File: config.mk
export PLATFORM = sky130hd
export DESIGN_NAME = reenc_ber_mon
export DESIGN_NICKNAME = d
export VERILOG_FILES = /design/src/rtl/reenc_ber_pkg.sv /design/src/rtl/ber_sym_delay.sv /design/src/rtl/ber_reencoder.sv /design/src/rtl/ber_period_ctr.sv /design/src/rtl/ber_err_accum.sv /design/src/rtl/reenc_ber_mon.sv
export SDC_FILE = /design/constraint.sdc
export NUM_CORES = 1
export LEC_CHECK = 0
export BUFFER_PORTS_ARGS = -buffer_cell sky130_fd_sc_hd__clkbuf_2
export CORE_MARGIN = 2
export CORE_UTILIZATION = 35
export CTS_CLUSTER_SIZE = 28
export DETAILED_ROUTE_END_ITERATION = 10
export GPL_TIMING_DRIVEN = 0
export PLACE_DENSITY_LB_ADDON = 0.15
export SLEW_MARGIN = 20
export SYNTH_ARGS = -nofsm -noshare
export SYNTH_HDL_FRONTEND = slang
export SYNTH_SLANG_ARGS = --single-unit
export TNS_END_PERCENT = 20
File: constraint.sdc
create_clock -name clk -period 12.5 [get_ports clk]
set_input_delay 1.25 -clock clk [delete_from_list [all_inputs] [get_ports clk]]
set_output_delay 1.25 -clock clk [all_outputs]
set_load 0.005 [all_outputs]
File: src/rtl/reenc_ber_pkg.sv
// Shared constants and types for the re-encoding BER monitor.
// Assumes a rate-1/n K=7 code with three generators; bit g of a symbol set is generator g.
package reenc_ber_pkg;
    localparam int unsigned CODE_K = 7;
    localparam int unsigned N_GEN  = 3;
    // Tap words packed low-to-high: G1 = 171, G2 = 133, G3 = 145 (octal); MSB taps the newest bit.
    localparam logic [N_GEN*CODE_K-1:0] GEN_TAPS = {7'o145, 7'o133, 7'o171};
    typedef logic [N_GEN-1:0] sym_set_t;
endpackage

File: src/rtl/ber_sym_delay.sv
// Hard-decision delay line: holds DEPTH symbol sets and shifts once per decoder step.
// The output is the set that entered DEPTH steps ago. All stages reset to zero (data 0).
module ber_sym_delay #(
    parameter int unsigned DEPTH = 71,
    parameter int unsigned WIDTH = 3
) (
    input  logic             clk,
    input  logic             rst_n,
    input  logic             adv,
    input  logic [WIDTH-1:0] din,
    output logic [WIDTH-1:0] dout
);
    logic [WIDTH-1:0] stage [DEPTH];

    // Shift the whole line by one stage on each step.
    always_ff @(posedge clk) begin
        if (!rst_n) begin
            for (int i = 0; i < int'(DEPTH); i++) stage[i] <= '0;
        end else if (adv) begin
            stage[0] <= din;
            for (int i = 1; i < int'(DEPTH); i++) stage[i] <= stage[i-1];
        end
    end

    assign dout = stage[DEPTH-1];
endmodule

File: src/rtl/ber_reencoder.sv
// Local K=7 encoder fed with decoded bits. The code output is combinational from the
// incoming bit and the stored history; the history advances on each step.
// Assumes the transmit encoder also started from an all-zero state.
module ber_reencoder
    import reenc_ber_pkg::*;
(
    input  logic     clk,
    input  logic     rst_n,
    input  logic     adv,
    input  logic     bit_in,
    output sym_set_t code
);
    logic [CODE_K-2:0] hist_q;
    logic [CODE_K-1:0] window;

    assign window = {bit_in, hist_q};

    for (genvar g = 0; g < int'(N_GEN); g++) begin : g_tap
        assign code[g] = ^(window & GEN_TAPS[g*CODE_K +: CODE_K]);
    end

    // Keep the K-1 most recent decoded bits.
    always_ff @(posedge clk) begin
        if (!rst_n)   hist_q <= '0;
        else if (adv) hist_q <= window[CODE_K-1:1];
    end
endmodule

File: src/rtl/ber_period_ctr.sv
// Measurement period timer: a mod-BLK_LEN step counter advances a block counter.
// period_end marks the step that completes period_k blocks. A zero period holds both clear.
module ber_period_ctr #(
    parameter int unsigned BLK_LEN = 1000,
    parameter int unsigned PER_W   = 24
) (
    input  logic             clk,
    input  logic             rst_n,
    input  logic             adv,
    input  logic [PER_W-1:0] period_k,
    output logic             enabled,
    output logic             period_end
);
    localparam int unsigned SUB_W = (BLK_LEN > 1) ? $clog2(BLK_LEN) : 1;

    logic [SUB_W-1:0] sub_q;
    logic [PER_W-1:0] blk_q;
    logic [PER_W:0]   blk_inc;
    logic             sub_last;

    assign enabled    = |period_k;
    assign sub_last   = (sub_q == SUB_W'(BLK_LEN - 1));
    assign blk_inc    = {1'b0, blk_q} + (PER_W+1)'(1);
    assign period_end = adv && enabled && sub_last && (blk_inc >= {1'b0, period_k});

    // Advance the sub-counter and the block counter; restart at the end of the period.
    always_ff @(posedge clk) begin
        if (!rst_n || !enabled) begin
            sub_q <= '0;
            blk_q <= '0;
        end else if (adv) begin
            if (period_end) begin
                sub_q <= '0;
                blk_q <= '0;
            end else if (sub_last) begin
                sub_q <= '0;
                blk_q <= blk_inc[PER_W-1:0];
            end else begin
                sub_q <= sub_q + SUB_W'(1);
            end
        end
    end
endmodule

File: src/rtl/ber_err_accum.sv
// Error prescaler and saturating accumulator. Every 2**PRE_LOG2 symbol errors add one count.
// At period end the count is published, an interrupt pulses, and the prescaler and accumulator clear.
// Assumes PRE_LOG2 >= NERR_W, so at most one carry leaves the prescaler per step.
module ber_err_accum #(
    parameter int unsigned CNT_W    = 16,
    parameter int unsigned PRE_LOG2 = 3,
    parameter int unsigned NERR_W   = 2
) (
    input  logic              clk,
    input  logic              rst_n,
    input  logic              adv,
    input  logic              enabled,
    input  logic              period_end,
    input  logic [NERR_W-1:0] n_err,
    output logic [CNT_W-1:0]  count_q,
    output logic              irq
);
    localparam logic [CNT_W-1:0] CNT_MAX = {CNT_W{1'b1}};

    logic [PRE_LOG2-1:0] pre_q;
    logic [CNT_W-1:0]    acc_q;
    logic [PRE_LOG2:0]   pre_sum;
    logic [CNT_W-1:0]    acc_next;

    assign pre_sum  = {1'b0, pre_q} + (PRE_LOG2+1)'(n_err);
    assign acc_next = (acc_q == CNT_MAX) ? CNT_MAX : acc_q + CNT_W'(pre_sum[PRE_LOG2]);

    // Accumulate, publish at period end, clear while measurement is stopped.
    always_ff @(posedge clk) begin
        if (!rst_n) begin
            pre_q   <= '0;
            acc_q   <= '0;
            count_q <= '0;
            irq     <= 1'b0;
        end else begin
            irq <= period_end;
            if (!enabled) begin
                pre_q <= '0;
                acc_q <= '0;
            end else if (period_end) begin
                count_q <= acc_next;
                pre_q   <= '0;
                acc_q   <= '0;
            end else if (adv) begin
                pre_q <= pre_sum[PRE_LOG2-1:0];
                acc_q <= acc_next;
            end
        end
    end
endmodule

File: src/rtl/reenc_ber_mon.sv
// Re-encoding BER monitor top. It regenerates symbols from decoded bits and compares them
// with hard decisions delayed by LATENCY steps. It flags mismatches per symbol and keeps a
// prescaled, saturating error count per measurement period.
// Assumes one step_vld per decoder step, carrying that step's symbols and released bit.
module reenc_ber_mon
    import reenc_ber_pkg::*;
#(
    parameter int unsigned LATENCY  = 71,
    parameter int unsigned SYM_W    = 3,
    parameter int unsigned PER_W    = 24,
    parameter int unsigned CNT_W    = 16,
    parameter int unsigned BLK_LEN  = 1000,
    parameter int unsigned PRE_LOG2 = 3
) (
    input  logic             clk,
    input  logic             rst_n,
    input  logic             step_vld,
    input  logic             dec_bit,
    input  logic [SYM_W-1:0] rx_g1,
    input  logic [SYM_W-1:0] rx_g2,
    input  logic [SYM_W-1:0] rx_g3,
    input  logic             rate_third,
    input  logic [PER_W-1:0] period_k,
    output logic             err_g1,
    output logic             err_g2,
    output logic             err_g3,
    output logic             err_any,
    output logic [CNT_W-1:0] ber_count,
    output logic             ber_irq
);
    localparam int unsigned NERR_W = $clog2(N_GEN + 1);

    sym_set_t          rx_hard;
    sym_set_t          rx_late;
    sym_set_t          recode;
    sym_set_t          miss;
    sym_set_t          counted;
    logic [NERR_W-1:0] n_err;
    logic              meas_on;
    logic              per_end;

    assign rx_hard = {rx_g3[SYM_W-1], rx_g2[SYM_W-1], rx_g1[SYM_W-1]};

    ber_sym_delay #(.DEPTH(LATENCY), .WIDTH(N_GEN)) u_dly (
        .clk (clk),
        .rst_n (rst_n),
        .adv (step_vld),
        .din (rx_hard),
        .dout (rx_late)
    );

    ber_reencoder u_enc (
        .clk (clk),
        .rst_n (rst_n),
        .adv (step_vld),
        .bit_in (dec_bit),
        .code (recode)
    );

    assign miss    = rx_late ^ recode;
    assign counted = miss & {rate_third, {(N_GEN-1){1'b1}}};

    // Count the flagged symbols that take part in this rate.
    always_comb begin
        n_err = '0;
        for (int g = 0; g < int'(N_GEN); g++) n_err = n_err + NERR_W'(counted[g]);
    end

    // Register the per-symbol and combined flags on each step.
    always_ff @(posedge clk) begin
        if (!rst_n) begin
            err_g1  <= 1'b0;
            err_g2  <= 1'b0;
            err_g3  <= 1'b0;
            err_any <= 1'b0;
        end else if (step_vld) begin
            err_g1  <= miss[0];
            err_g2  <= miss[1];
            err_g3  <= miss[2];
            err_any <= |counted;
        end
    end

    ber_period_ctr #(.BLK_LEN(BLK_LEN), .PER_W(PER_W)) u_per (
        .clk (clk),
        .rst_n (rst_n),
        .adv (step_vld),
        .period_k (period_k),
        .enabled (meas_on),
        .period_end (per_end)
    );

    ber_err_accum #(.CNT_W(CNT_W), .PRE_LOG2(PRE_LOG2), .NERR_W(NERR_W)) u_acc (
        .clk (clk),
        .rst_n (rst_n),
        .adv (step_vld),
        .enabled (meas_on),
        .period_end (per_end),
        .n_err (n_err),
        .count_q (ber_count),
        .irq (ber_irq)
    );
endmodule

# [Word level (Yosys, flattened, before mapping)]
# Memory sizes are Yosys's and may differ from the RTL's.
# Cells that the tools add are included.
# W data, S select, Z words.
[totals] input_bits=38 wordCells=191 memories=1 ram_bits=213 reg_bits=80
[memory_table] memory="u_dly.stage" depth=71 width=3 read_ports=71 rd_ports_with_merged_regs=0 wr=71 line="ber_sym_delay.sv:13" rtl="logic [WIDTH-1:0] stage [DEPTH];"
[op_classes] n_eq_ne=2 n_bitwise=75 reduce_logical=15 order_cmp=1 muxes=80 n_addsub=6
[ops] op="$mux W3" n=71
[ops] op="$or A1 B1 Y1" n=71
[ops] op="$mux W24" n=2
[ops] op="$add A24 B1 Y25 const B" n=1
[ops] op="$ge A25 B24 Y1" n=1
[ops] op="$reduce_or A24 Y1" n=1
[ops] op="$reduce_xor A7 Y1" n=3
[ops] op="$mux W10" n=2
[ops] op="$add A16 B1 Y16" n=1
[ops] op="$eq A16 B16 Y1 const B" n=1
[ops] op="$mux W16" n=1
[ops] op="$add A10 B1 Y10 const B" n=1
[ops] op="$eq A10 B10 Y1 const B" n=1
[ops] op="$reduce_or A3 Y1" n=2
[ops] op="$add A3 B2 Y4" n=1
[ops] op="$mux W1" n=4
[ops] op="$reduce_and A2 Y1" n=2
[ops] op="$and A3 B3 Y3" n=1
[ops] op="$logic_and A1 B1 Y1" n=3
[ops] op="$xor A3 B3 Y3" n=1
[ops] op="$add A1 B1 Y2" n=1
[ops] op="$add A2 B1 Y2" n=1
[ops] op="$logic_not A1 Y1" n=2
[ops] op="$not A1 Y1" n=2
[ops] op="other kinds (2)" n=2

# [Depth between registers and ports, before layout]
# Gate-level depths: netlist of the first run.
[depth] depth_word=8 ltp_mapped=16 mapped_depth_nobuf=16

# [Modules after synthesis]
# A second synthesis of the first run with hierarchy kept.
[hier_totals] hier_cells=1025 area_unflattened_um2=12837.3
[by_module_without_submodules] module="ber_sym_delay" area_each_um2=7973.9 cells_each=475 n_inst=1 seq_area_each_um2=6396.1
[by_module_without_submodules] module="ber_period_ctr" area_each_um2=2524.9 cells_each=292 n_inst=1 seq_area_each_um2=680.7
[by_module_without_submodules] module="ber_err_accum" area_each_um2=1805.5 cells_each=213 n_inst=1 seq_area_each_um2=720.7
[by_module_without_submodules] module="ber_reencoder" area_each_um2=310.3 cells_each=25 n_inst=1 seq_area_each_um2=120.1
[by_module_without_submodules] module="reenc_ber_mon" area_each_um2=222.7 cells_each=20 n_inst=1 seq_area_each_um2=80.1

# [Worst setup path before layout of the first run]
# Ideal clock, no wire load.
[synth_timing] kind="in2reg" start="in step_vld" end="mem u_dly.stage[0][0], enable pin" cell_stages=4 setup_ns=1.678 setup_slack_ns=5.477 required_ns=10.822 arrival_ns=5.345 cell_sequence="clkbuf_1 -> inv_1 -> clkbuf_1 -> nand2_1"
[synth_rtl] item="start, declared" line="reenc_ber_mon.sv:17" rtl="input logic step_vld,"
[synth_rtl] item="end, declared" line="ber_sym_delay.sv:13"

# [Final worst setup path of the first run]
[layout_timing] start="in dec_bit" end="reg u_acc.count_q[14]"
[layout_via] elab_chain_cells=8 elab_cells_between_ends=10
[layout_lines] item="start, declared" line="reenc_ber_mon.sv:18" rtl="input logic dec_bit,"
[layout_lines] item="$reduce_xor A7 Y1" line="ber_reencoder.sv:19" rtl="assign code[g] = ^(window & GEN_TAPS[g*CODE_K +: CODE_K]);"
[layout_lines] item="$xor A3 B3 Y3" line="reenc_ber_mon.sv:60" rtl="assign miss = rx_late ^ recode;"
[layout_lines] item="$and A3 B3 Y3" line="reenc_ber_mon.sv:61" rtl="assign counted = miss & {rate_third, {(N_GEN-1){1'b1}}};"
[layout_lines] item="via counted[0]" line="reenc_ber_mon.sv:37" rtl="sym_set_t counted;"
[layout_lines] item="$add A1 B1 Y2" line="reenc_ber_mon.sv:66" rtl="for (int g = 0; g < int'(N_GEN); g++) n_err = n_err + NERR_W'(counted[g]);"
[layout_lines] item="$add A2 B1 Y2" line="reenc_ber_mon.sv:66"
[layout_lines] item="$add A3 B2 Y4" line="ber_err_accum.sv:25" rtl="assign pre_sum = {1'b0, pre_q} + (PRE_LOG2+1)'(n_err);"
[layout_lines] item="$add A16 B1 Y16" line="ber_err_accum.sv:26" rtl="assign acc_next = (acc_q == CNT_MAX) ? CNT_MAX : acc_q + CNT_W'(pre_sum[PRE_LOG2]);"
[layout_lines] item="$mux W16" line="ber_err_accum.sv:26"
[layout_lines] item="end signal, assigned" line="ber_err_accum.sv:41" rtl="count_q <= acc_next;"
[layout_lines] item="end, declared" line="ber_err_accum.sv:15" rtl="output logic [CNT_W-1:0] count_q,"
# The timed path passes the listed nets, and every way through them passes these cells.
# A chain may end at the register's enable or synchronous reset.

==> results of run 1 <==
-- power breakdown --
| group | internal (mW) | switching, mW |
|---|---|---|
| Clock | 0.528 | 0.405 |
| Combinational | 0.0392 | 0.0684 |
| Sequential | 1.09 | 0.0144 |
-- registers in the layout, indices dropped and copies added, names as in the netlist --
name           count
err_any            1
err_g1             1
err_g2             1
err_g3             1
u_acc.acc_q       16
u_acc.count_q     16
u_acc.irq          1
u_acc.pre_q        3
u_dly.stage      213
u_enc.hist_q       6
u_per.blk_q       24
u_per.sub_q       10
-- worst max-delay path, delay by kind of cell --
family	cells	cell delay [ns]
adder cells (fa/ha/maj)	4	1.27
AND/OR/NAND/NOR	5	1.20
XOR/XNOR	4	0.88
AO/OA/AOI/OAI	2	0.28
buffers and inverters	2	0.20
-- final timing paths --
check,start,endpoint,slack [ns],depth (start not counted)
worst min-delay path,u_per.blk_q[15],u_per.blk_q[15],0.48,2
worst min register to register,u_per.blk_q[15],u_per.blk_q[15],0.48,2
worst max register to register,u_per.blk_q[0],u_acc.acc_q[9],8.21,14
worst max-delay path,dec_bit,u_acc.count_q[14],7.87,17
-- cell usage in the layout (no fill, tap or decap), types with 3 or more instances in the layout --
cell	count
a211oi_2	8
ha_1	31
o22ai_1	11
a31oi_1	4
o211a_1	8
xor2_1	15
inv_1	31
nand2_1	60
nand4_1	35
nor3_1	24
and3_1	208
and4_1	7
clkbuf_1	69
a211oi_1	10
o211ai_1	3
nand3_1	32
clkinv_2	10
buf_2	14
o21a_1	6
o2111ai_1	7
edfxtp_1	213
xnor2_1	36
nor4_1	13
dfxtp_1	80
or2_2	4
a21oi_1	44
clkinv_1	7
nor2_1	39
clkbuf_16	34
mux2i_1	10
buf_1	3
and2_1	19
nor2b_1	4
clkbuf_2	51
-- metrics by stage --
stage / utilization / area (µm²) / hold WS, ns / setup WS [ns] / cells
after CTS: 0.409 / 14900 / 0.481 / 7.88 / 1662
after global routing: 0.409 / 14900 / 0.496 / 7.58 / 1662
after global placement: 0.378 / 13800 / 0.467 / 2.64 / 1597
after detailed placement: 0.381 / 13900 / 0.473 / 7.34 / 1601
final: 0.409 / 14900 / 0.481 / 7.87 / 1662
after floorplan: - / 13000 / 0.453 / 5.48 / 1079
-- metal layers --
layer	global-route usage	up-vias	wire, µm	share of wire
met5	0	-	0	0
met4	0.0390	0	530	0.019
met3	0.0250	38	1010	0.037
met2	0.220	151	12000	0.44
met1	0.207	4092	13700	0.50
li1	-	4215	-	-
-- layout make-up --
type	count	area, µm²
inverter	31	116
sequential	293	8000
buffer	83	334
timing repair buffer	54	345
clock buffer	39	870
clock inverter	22	174
multi-input combinational	672	4520
tap	468	586
fill	3501	21600
-- cells by family (layout without fill, tap and decap cells) --
group,Yosys count,count (layout)
compound gates,118,118
fa+ha+maj,33,33
buf+inv,114,229
flops,293,293
simple gates,460,460
xor+xnor,51,51
mux,10,10
==> impl_metrics.ini, run 1 <==
[place]
gp_congestion = 0.781
dpl.hpwl_um = 17700
port_buffers = 50

[layout]
diodes = 0
drive_above_1_share = 0.124
syn_to_final_growth_pct = 15.3
fin_nets = 1240

[synth]
synth_top_area_frac = 0.493
yosysWarningCount = 0
synth_compound_area_frac = 0.0682
synth_area_leaders = edfxtp_1 (49%), dfxtp_1 (12%), and3_1 (10%)
synth_mux_area_frac = 0.00772
synth-async-reset-ratio = 0
synthTopCellsByCount = edfxtp_1 (213), and3_1 (208), dfxtp_1 (80)
yosys.area.top_type = edfxtp_1
synth_nets = 1150
yosysMostFrequentCell = edfxtp_1
synth-simple-area-share = 0.205
synth-edff-count = 213
synth_fa_ha_area_frac = 0.0330
synth-main-ff-cell = edfxtp_1
synth_area_um2 = 13000
synthCells = 1079
synth_top_family_by_area = simple AND/OR/NAND/NOR gates
synth_seq_area_share = 0.617
syn_avg_cell_area_um2 = 12.0
synth-xor-area-share = 0.0345
ys_types = 60
ys_ff_latch = 293

[pwr]
ir_worst_vdd_uv = 91.9
leakage_nw = 6.42
power_density_nw_per_um2 = 144
power.total_mw = 2.15

[setup_path]
endpoint_kind = register
path_cells = clkbuf_2, xnor2_1, xnor2_1, xnor2_1, inv_1, fa_1, ha_1, a21oi_1, nor2b_1, ha_1, ha_1, nand4_1, nor3_1, and3_1, xor2_1, nor2_1, a211oi_2
startpoint_type = input port
critPathMaxFanout = 5
critical_path_required_ns = 12.95
slowest_delay_ns = 0.48
crit_type = in2reg
critPathSlowestCell = fa_1
arrival_ns = 5.08

[detailed_routing]
avgViaCountPerCell = 5.11
post-route-drc-count = 0
wire_per_inst_um = 16.4
routed_wl_um = 27300
final_antenna_net_count = 0
drt-initial-drc-count = 511
dr.pass1.iters = 5
via_count = 8496

[die]
die_h_um = 196
io_pins = 59
die_x_um = 196
start_util = 0.355
die_area_um2 = 38600
rows = 70
core_um2 = 36500

[job]
maxCapViolCount = 0

[status]
outcome = complete, no violations

[global_routing]
grt_pass1_wl_um = 44800
antenna_found_initial = 0
grt.total_usage = 0.143
grt_pass1_vias = 8216
grt_overflow_total = 0
grt_max_degree = 54

[timing]
fin_crit_sh = 0.370
setup_viol = 0
tightest_slew_ns = 0.673
fin_skew_ns = 0.0285
hold_violations = 0
rsz0062_at_grt = false
slew_violations = 0
setup_tns_ns = 0
fmax_mhz = 216
finalCriticalPeriod_ns = 4.63
max_slew_margin = 0.552

[clock_network]
cts-resized-gates = 0
cts_setup_buffers = 0
cts_tree = built
clkTransAtPathRegs_ns = 0.06
clock-root-buffer = clkbuf_16
cts_htree_levels = 2
clock_path_buffers = 3
holdBufCountCts = 0
cts.sinks = 293
numCtsBuffers = 34
clock_latency_ns = 0.53

[hold_path]
hold_path_class = reg2reg
Power figures use the tool's default switching activity.
==> inputs of run 2 (changes only) <==
ABC_AREA = 1   (was default)
clock period = 4.1 ns   (was 12.5 ns; I/O delays follow)
==> impl_metrics.ini, run 2 <==
[synth]
yosys.area.top_type = edfxtp_1
synth_seq_area_share = 0.600
synth_area_um2 = 13300
synthTopCellsByCount = inv_1 (332), nor2_1 (311), edfxtp_1 (213)
ys_ff_latch = 293
yosysMostFrequentCell = inv_1
synth-edff-count = 213
synthCells = 1465
synth_nets = 1536
synth_area_leaders = edfxtp_1 (48%), dfxtp_1 (12%), inv_1 (9.4%)
ys_types = 39
yosysWarningCount = 0
synth-main-ff-cell = edfxtp_1
syn_avg_cell_area_um2 = 9.09
synth-async-reset-ratio = 0
synth_top_area_frac = 0.480

[pwr]
leakage_nw = 6.64
power_density_nw_per_um2 = 432
ir_worst_vdd_uv = 276

[layout]
fin_area_um2 = 15400
layout_commonest_cell = inv_1
largest_register_ffs = 213
num-fill-cells = 3779
diodes = 0
drive_above_1_share = 0.0898
seqCellArea_um2 = 8000
final_cell_mix = inv_1 (332), nor2_1 (307), edfxtp_1 (213)
utilization = 0.410
syn_to_final_growth_pct = 15.6
largest_register = u_dly.stage
multi_input_area_um2 = 3900
fin_cells = 2092
fin_nets = 1627
top_regs = u_dly.stage x213, u_per.blk_q x24

[detailed_routing]
via_count = 9065
dr.pass1.iters = 5
final_antenna_net_count = 0
post-route-drc-count = 0
wire_per_inst_um = 12.4
drt-initial-drc-count = 363
avgViaCountPerCell = 4.33
routed_wl_um = 26000

[clock_network]
cts_tree = built
holdBufCountCts = 0
clock_latency_ns = 0.52
clkTransAtPathRegs_ns = 0.06
clock-root-buffer = clkbuf_16
numCtsBuffers = 34
cts_htree_levels = 2
clock_path_buffers = 3
cts.sinks = 293

[timing]
fin_skew_ns = 0.0129
setup_viol = 0
tightest_slew_ns = 0.808
fmax_mhz = 262
hold_violations = 0
slew_violations = 0
fin_ws_ns = 0.288
fin_crit_sh = 0.930
finalCriticalPeriod_ns = 3.81
max_slew_margin = 0.462

[global_routing]
grt_pass1_vias = 8759
grt_max_degree = 86
grt_pass1_wl_um = 43300
grt.total_usage = 0.136
antenna_found_initial = 0
grt_overflow_total = 0

[place]
dpl_cell_area_um2 = 14300
dp.cells = 2030
port_buffers = 52
pre_cts_slack_ns = -0.472
gp_congestion = 0.855
dpl.hpwl_um = 17700

[hold_path]
hold_path_class = in2reg
whs_path_depth = 3
hold_end = u_dly.stage[0][0]
worstHoldStart = rx_g1[2]

[setup_path]
endpoint_kind = register
worst_r2r_endpoint = u_acc.count_q[14]
critPathMaxFanout = 4
reg2reg_depth = 21
crit_type = reg2reg
reg2reg_from = u_enc.hist_q[4]
arrival_ns = 4.23
startpoint_type = register
reg2reg_slack_ns = 0.29
critical_path_required_ns = 4.51

[die]
io_pins = 59
die_x_um = 199
rows = 71
die_area_um2 = 39600
die_h_um = 199
start_util = 0.355
core_um2 = 37600

[status]
outcome = complete, no violations

[job]
maxCapViolCount = 0
==> run 2: cell types whose count changed after synthesis, sizes merged, moves of 34 or more <==
cell    change
inv       +308
nor2      +279
and3      -207
nand2     +130
clkbuf     -35
nand3      +35
o21ai      +34
==> run 2: critical path, stage by stage, from the launching register on <==
cell	delay, ns
dfxtp_1	0.33
xnor2_2	0.18
xor2_1	0.21
xor2_1	0.21
xor2_1	0.22
inv_1	0.10
fa_2	0.57
ha_1	0.18
a21oi_1	0.09
nor2_2	0.15
ha_1	0.19
ha_1	0.18
inv_1	0.07
nor2_4	0.14
nand2_2	0.10
nor2_4	0.13
nand2_1	0.09
o21ai_1	0.14
nand3_1	0.14
nand3b_1	0.18
nand2_1	0.08
nor2_1	0.04
==> run 2: area by class of cell <==
cell class,instances,share of cell area
Buffer,46,0.0141
Clock buffer,49,0.0603
Clock inverter,12,0.00828
Inverter,340,0.0828
Multi-Input combinational cell,786,0.253
Sequential cell,293,0.519
Tap cell,511,0.0415
Timing Repair Buffer,55,0.0210
==> run 2: repair_timing <==
| item | in CTS | in global routing |
|---|---|---|
| pin swaps | 1 | 2 |
| buffers inserted | 1 | 0 |
| setup endpoints to repair | 10 | 11 |
| gates resized for setup | 3 | 10 |
==> run 2: metal layers <==
metal	part of all wire	vias to the layer above	track usage	routed length [µm]
met4	0.032	0	0.0542	831
met3	0.039	55	0.0260	1020
met2	0.45	129	0.224	11800
met1	0.48	4151	0.176	12400
li1	-	4730	-	-
met5	0	-	0	0
==> run 2: how the worst max path moves through the flow <==
stage                                from                  to  cells past startpoint
final                     u_enc.hist_q[4]   u_acc.count_q[14]                     21
after global routing      u_enc.hist_q[4]   u_acc.count_q[14]                     21
after CTS                 u_enc.hist_q[4]   u_acc.count_q[14]                     21
after detailed placement          dec_bit   u_acc.count_q[14]                     22
after global placement              rst_n  u_dly.stage[4][18]                      3
after floorplan                     rst_n   u_dly.stage[0][0]                      2
==> run 2: cell families after synthesis <==
logic type,synth area share
xor gates and xnor gates,0.0250
adders and majority gates,0.0321
buffers and inverters,0.112
AOI/OAI and AO/OA,0.0318
and+or+nand+nor,0.199
DFF,0.600
==> run 2: stage by stage <==
| step | total power, mW | setup TNS [ns] | hold slack [ns] |
|---|---|---|---|
| after detailed placement | 3.81 | -3.60 | 0.457 |
| after floorplan | 3.70 | 0 | 0.443 |
| after global placement | 3.82 | -288.40 | 0.450 |
| after global routing | 6.95 | -0.0730 | 0.196 |
| after CTS | 6.76 | 0 | 0.180 |
| final | 6.65 | 0 | 0.201 |
==> run 2: report_power, final <==
group	internal, mW	switching, mW	total [mW]
Clock	1.71	1.19	2.90
Combinational	0.118	0.240	0.358
Sequential	3.34	0.0534	3.39
==> inputs of run 3 (changes only) <==
CORE_MARGIN = default   (was 2)
CTS_BUF_LIST = sky130_fd_sc_hd__clkbuf_16   (was default)
==> impl_metrics.ini, run 3 (synthesized netlist as in run 2, its figures left out) <==
[status]
outcome = complete, no violations

[pwr]
leakage_nw = 6.68
power_density_nw_per_um2 = 433
ir_worst_vdd_uv = 281

[place]
dpl.hpwl_um = 17700
gp_congestion = 0.871
dpl_cell_area_um2 = 14300
dp.cells = 2030
port_buffers = 52

[setup_path]
arrival_ns = 4.22
reg2reg_slack_ns = 0.28
critical_path_required_ns = 4.51
startpoint = u_enc.hist_q[4]
worst_r2r_endpoint = u_acc.count_q[14]
endpoint_kind = register
critPathMaxFanout = 4
crit_type = reg2reg
reg2reg_depth = 21
startpoint_type = register
reg2reg_from = u_enc.hist_q[4]

[detailed_routing]
routed_wl_um = 26200
post-route-drc-count = 0
wire_per_inst_um = 12.5
dr.pass1.iters = 5
via_count = 9123
drt-initial-drc-count = 539
final_antenna_net_count = 0
avgViaCountPerCell = 4.35

[timing]
finalCriticalPeriod_ns = 3.82
hold-worst-slack_ns = 0.225
tightest_slew_ns = 0.695
hold_violations = 0
setup_viol = 0
fin_skew_ns = 0.0111
max_slew_margin = 0.537
slew_violations = 0
fin_crit_sh = 0.931
fmax_mhz = 262
rsz0062_at_grt = true

[die]
die_area_um2 = 38800
rows = 71
core_um2 = 37600
io_pins = 59
die_x_um = 197
start_util = 0.355
die_h_um = 197

[layout]
fin_nets = 1629
largest_register_ffs = 213
layout_commonest_cell = inv_1
diodes = 0
utilization = 0.411
final_cell_mix = inv_1 (339), nor2_1 (308), edfxtp_1 (213)
fin_area_um2 = 15400
fin_cells = 2096
num-fill-cells = 3822
drive_above_1_share = 0.0915
top_regs = u_dly.stage x213, u_per.blk_q x24
largest_register = u_dly.stage
syn_to_final_growth_pct = 15.9

[job]
maxCapViolCount = 0

[hold_path]
whs_path_depth = 3
hold_path_class = in2reg
hold_end = u_dly.stage[0][2]
worstHoldStart = rx_g3[2]

[clock_network]
cts_tree = built
numCtsBuffers = 35
clock-root-buffer = clkbuf_16
clkTransAtPathRegs_ns = 0.06
holdBufCountCts = 0
clock_path_buffers = 3
clock_latency_ns = 0.52
cts.sinks = 293
cts_htree_levels = 2

[global_routing]
antenna_found_initial = 0
grt_pass1_wl_um = 43900
grt_overflow_total = 0
grt_max_degree = 91
grt_pass1_vias = 8836
grt.total_usage = 0.140
## run 3: repair_timing
| action | in CTS | in global routing |
|---|---|---|
| gates resized for setup | 3 | 7 |
| pin swaps | 1 | 2 |
| endpoints found under the setup margin | 8 | 12 |
| endpoints found under the hold margin | 0 | 0 |
| buffers inserted | 1 | 1 |
## run 3: how the worst max path moves through the flow
stage | depth (start not counted) | end
4_1_cts | 21 | u_acc.count_q[14]
2_1_floorplan | 2 | u_dly.stage[0][0]
6_report | 21 | u_acc.count_q[14]
3_3_place_gp | 3 | u_dly.stage[3][10]
3_5_place_dp | 22 | u_acc.count_q[14]
5_1_grt | 21 | u_acc.count_q[14]
## run 3: power by group
part | internal [mW] | switching, mW
logic | 0.121 | 0.240
registers | 3.34 | 0.0524
clock network | 1.72 | 1.22
## run 3: worst max-delay path: stages (launching register included)
cell	delay, ns
dfxtp_1	0.33
xnor2_2	0.18
xor2_1	0.19
xor2_1	0.19
xor2_1	0.21
inv_1	0.09
fa_2	0.57
ha_1	0.18
a21oi_1	0.09
nor2_2	0.15
ha_2	0.21
ha_1	0.18
inv_1	0.08
nor2_4	0.15
nand2_2	0.10
nor2_4	0.12
nand2_1	0.09
o21ai_0	0.15
nand3_1	0.13
nand3b_1	0.18
nand2_1	0.08
nor2_1	0.05
## run 3: metrics by stage
| stage | power [mW] | setup WS [ns] | TNS (ns) |
|---|---|---|---|
| finish | 6.69 | 0.285 | 0 |
| global route | 6.97 | -0.0310 | -0.0310 |
| CTS | 6.79 | 0.00881 | 0 |
| detailed placement | 3.81 | -0.553 | -4.09 |
| global placement | 3.81 | -1.38 | -301.01 |
| floorplan | 3.70 | 0.379 | 0 |
## run 3: final cells by class
| cell class | instances | area (µm²) | share of cell area |
|---|---|---|---|
| clock inverters | 28 | 189 | 0.0122 |
| clock buffers | 36 | 901 | 0.0584 |
| multi-input cells | 786 | 3880 | 0.252 |
| flip-flops and latches | 293 | 8000 | 0.518 |
| well taps | 511 | 639 | 0.0414 |
| repair buffers | 56 | 330 | 0.0214 |
| inverters | 340 | 1280 | 0.0827 |
| plain buffers | 46 | 216 | 0.0140 |
## run 3: layer usage
metal,GRT usage,up-vias,wire (µm)
met5,0,-,0
met4,0.0454,0,622
li1,-,4743,-
met1,0.185,4193,12500
met2,0.234,139,12100
met3,0.0246,48,986
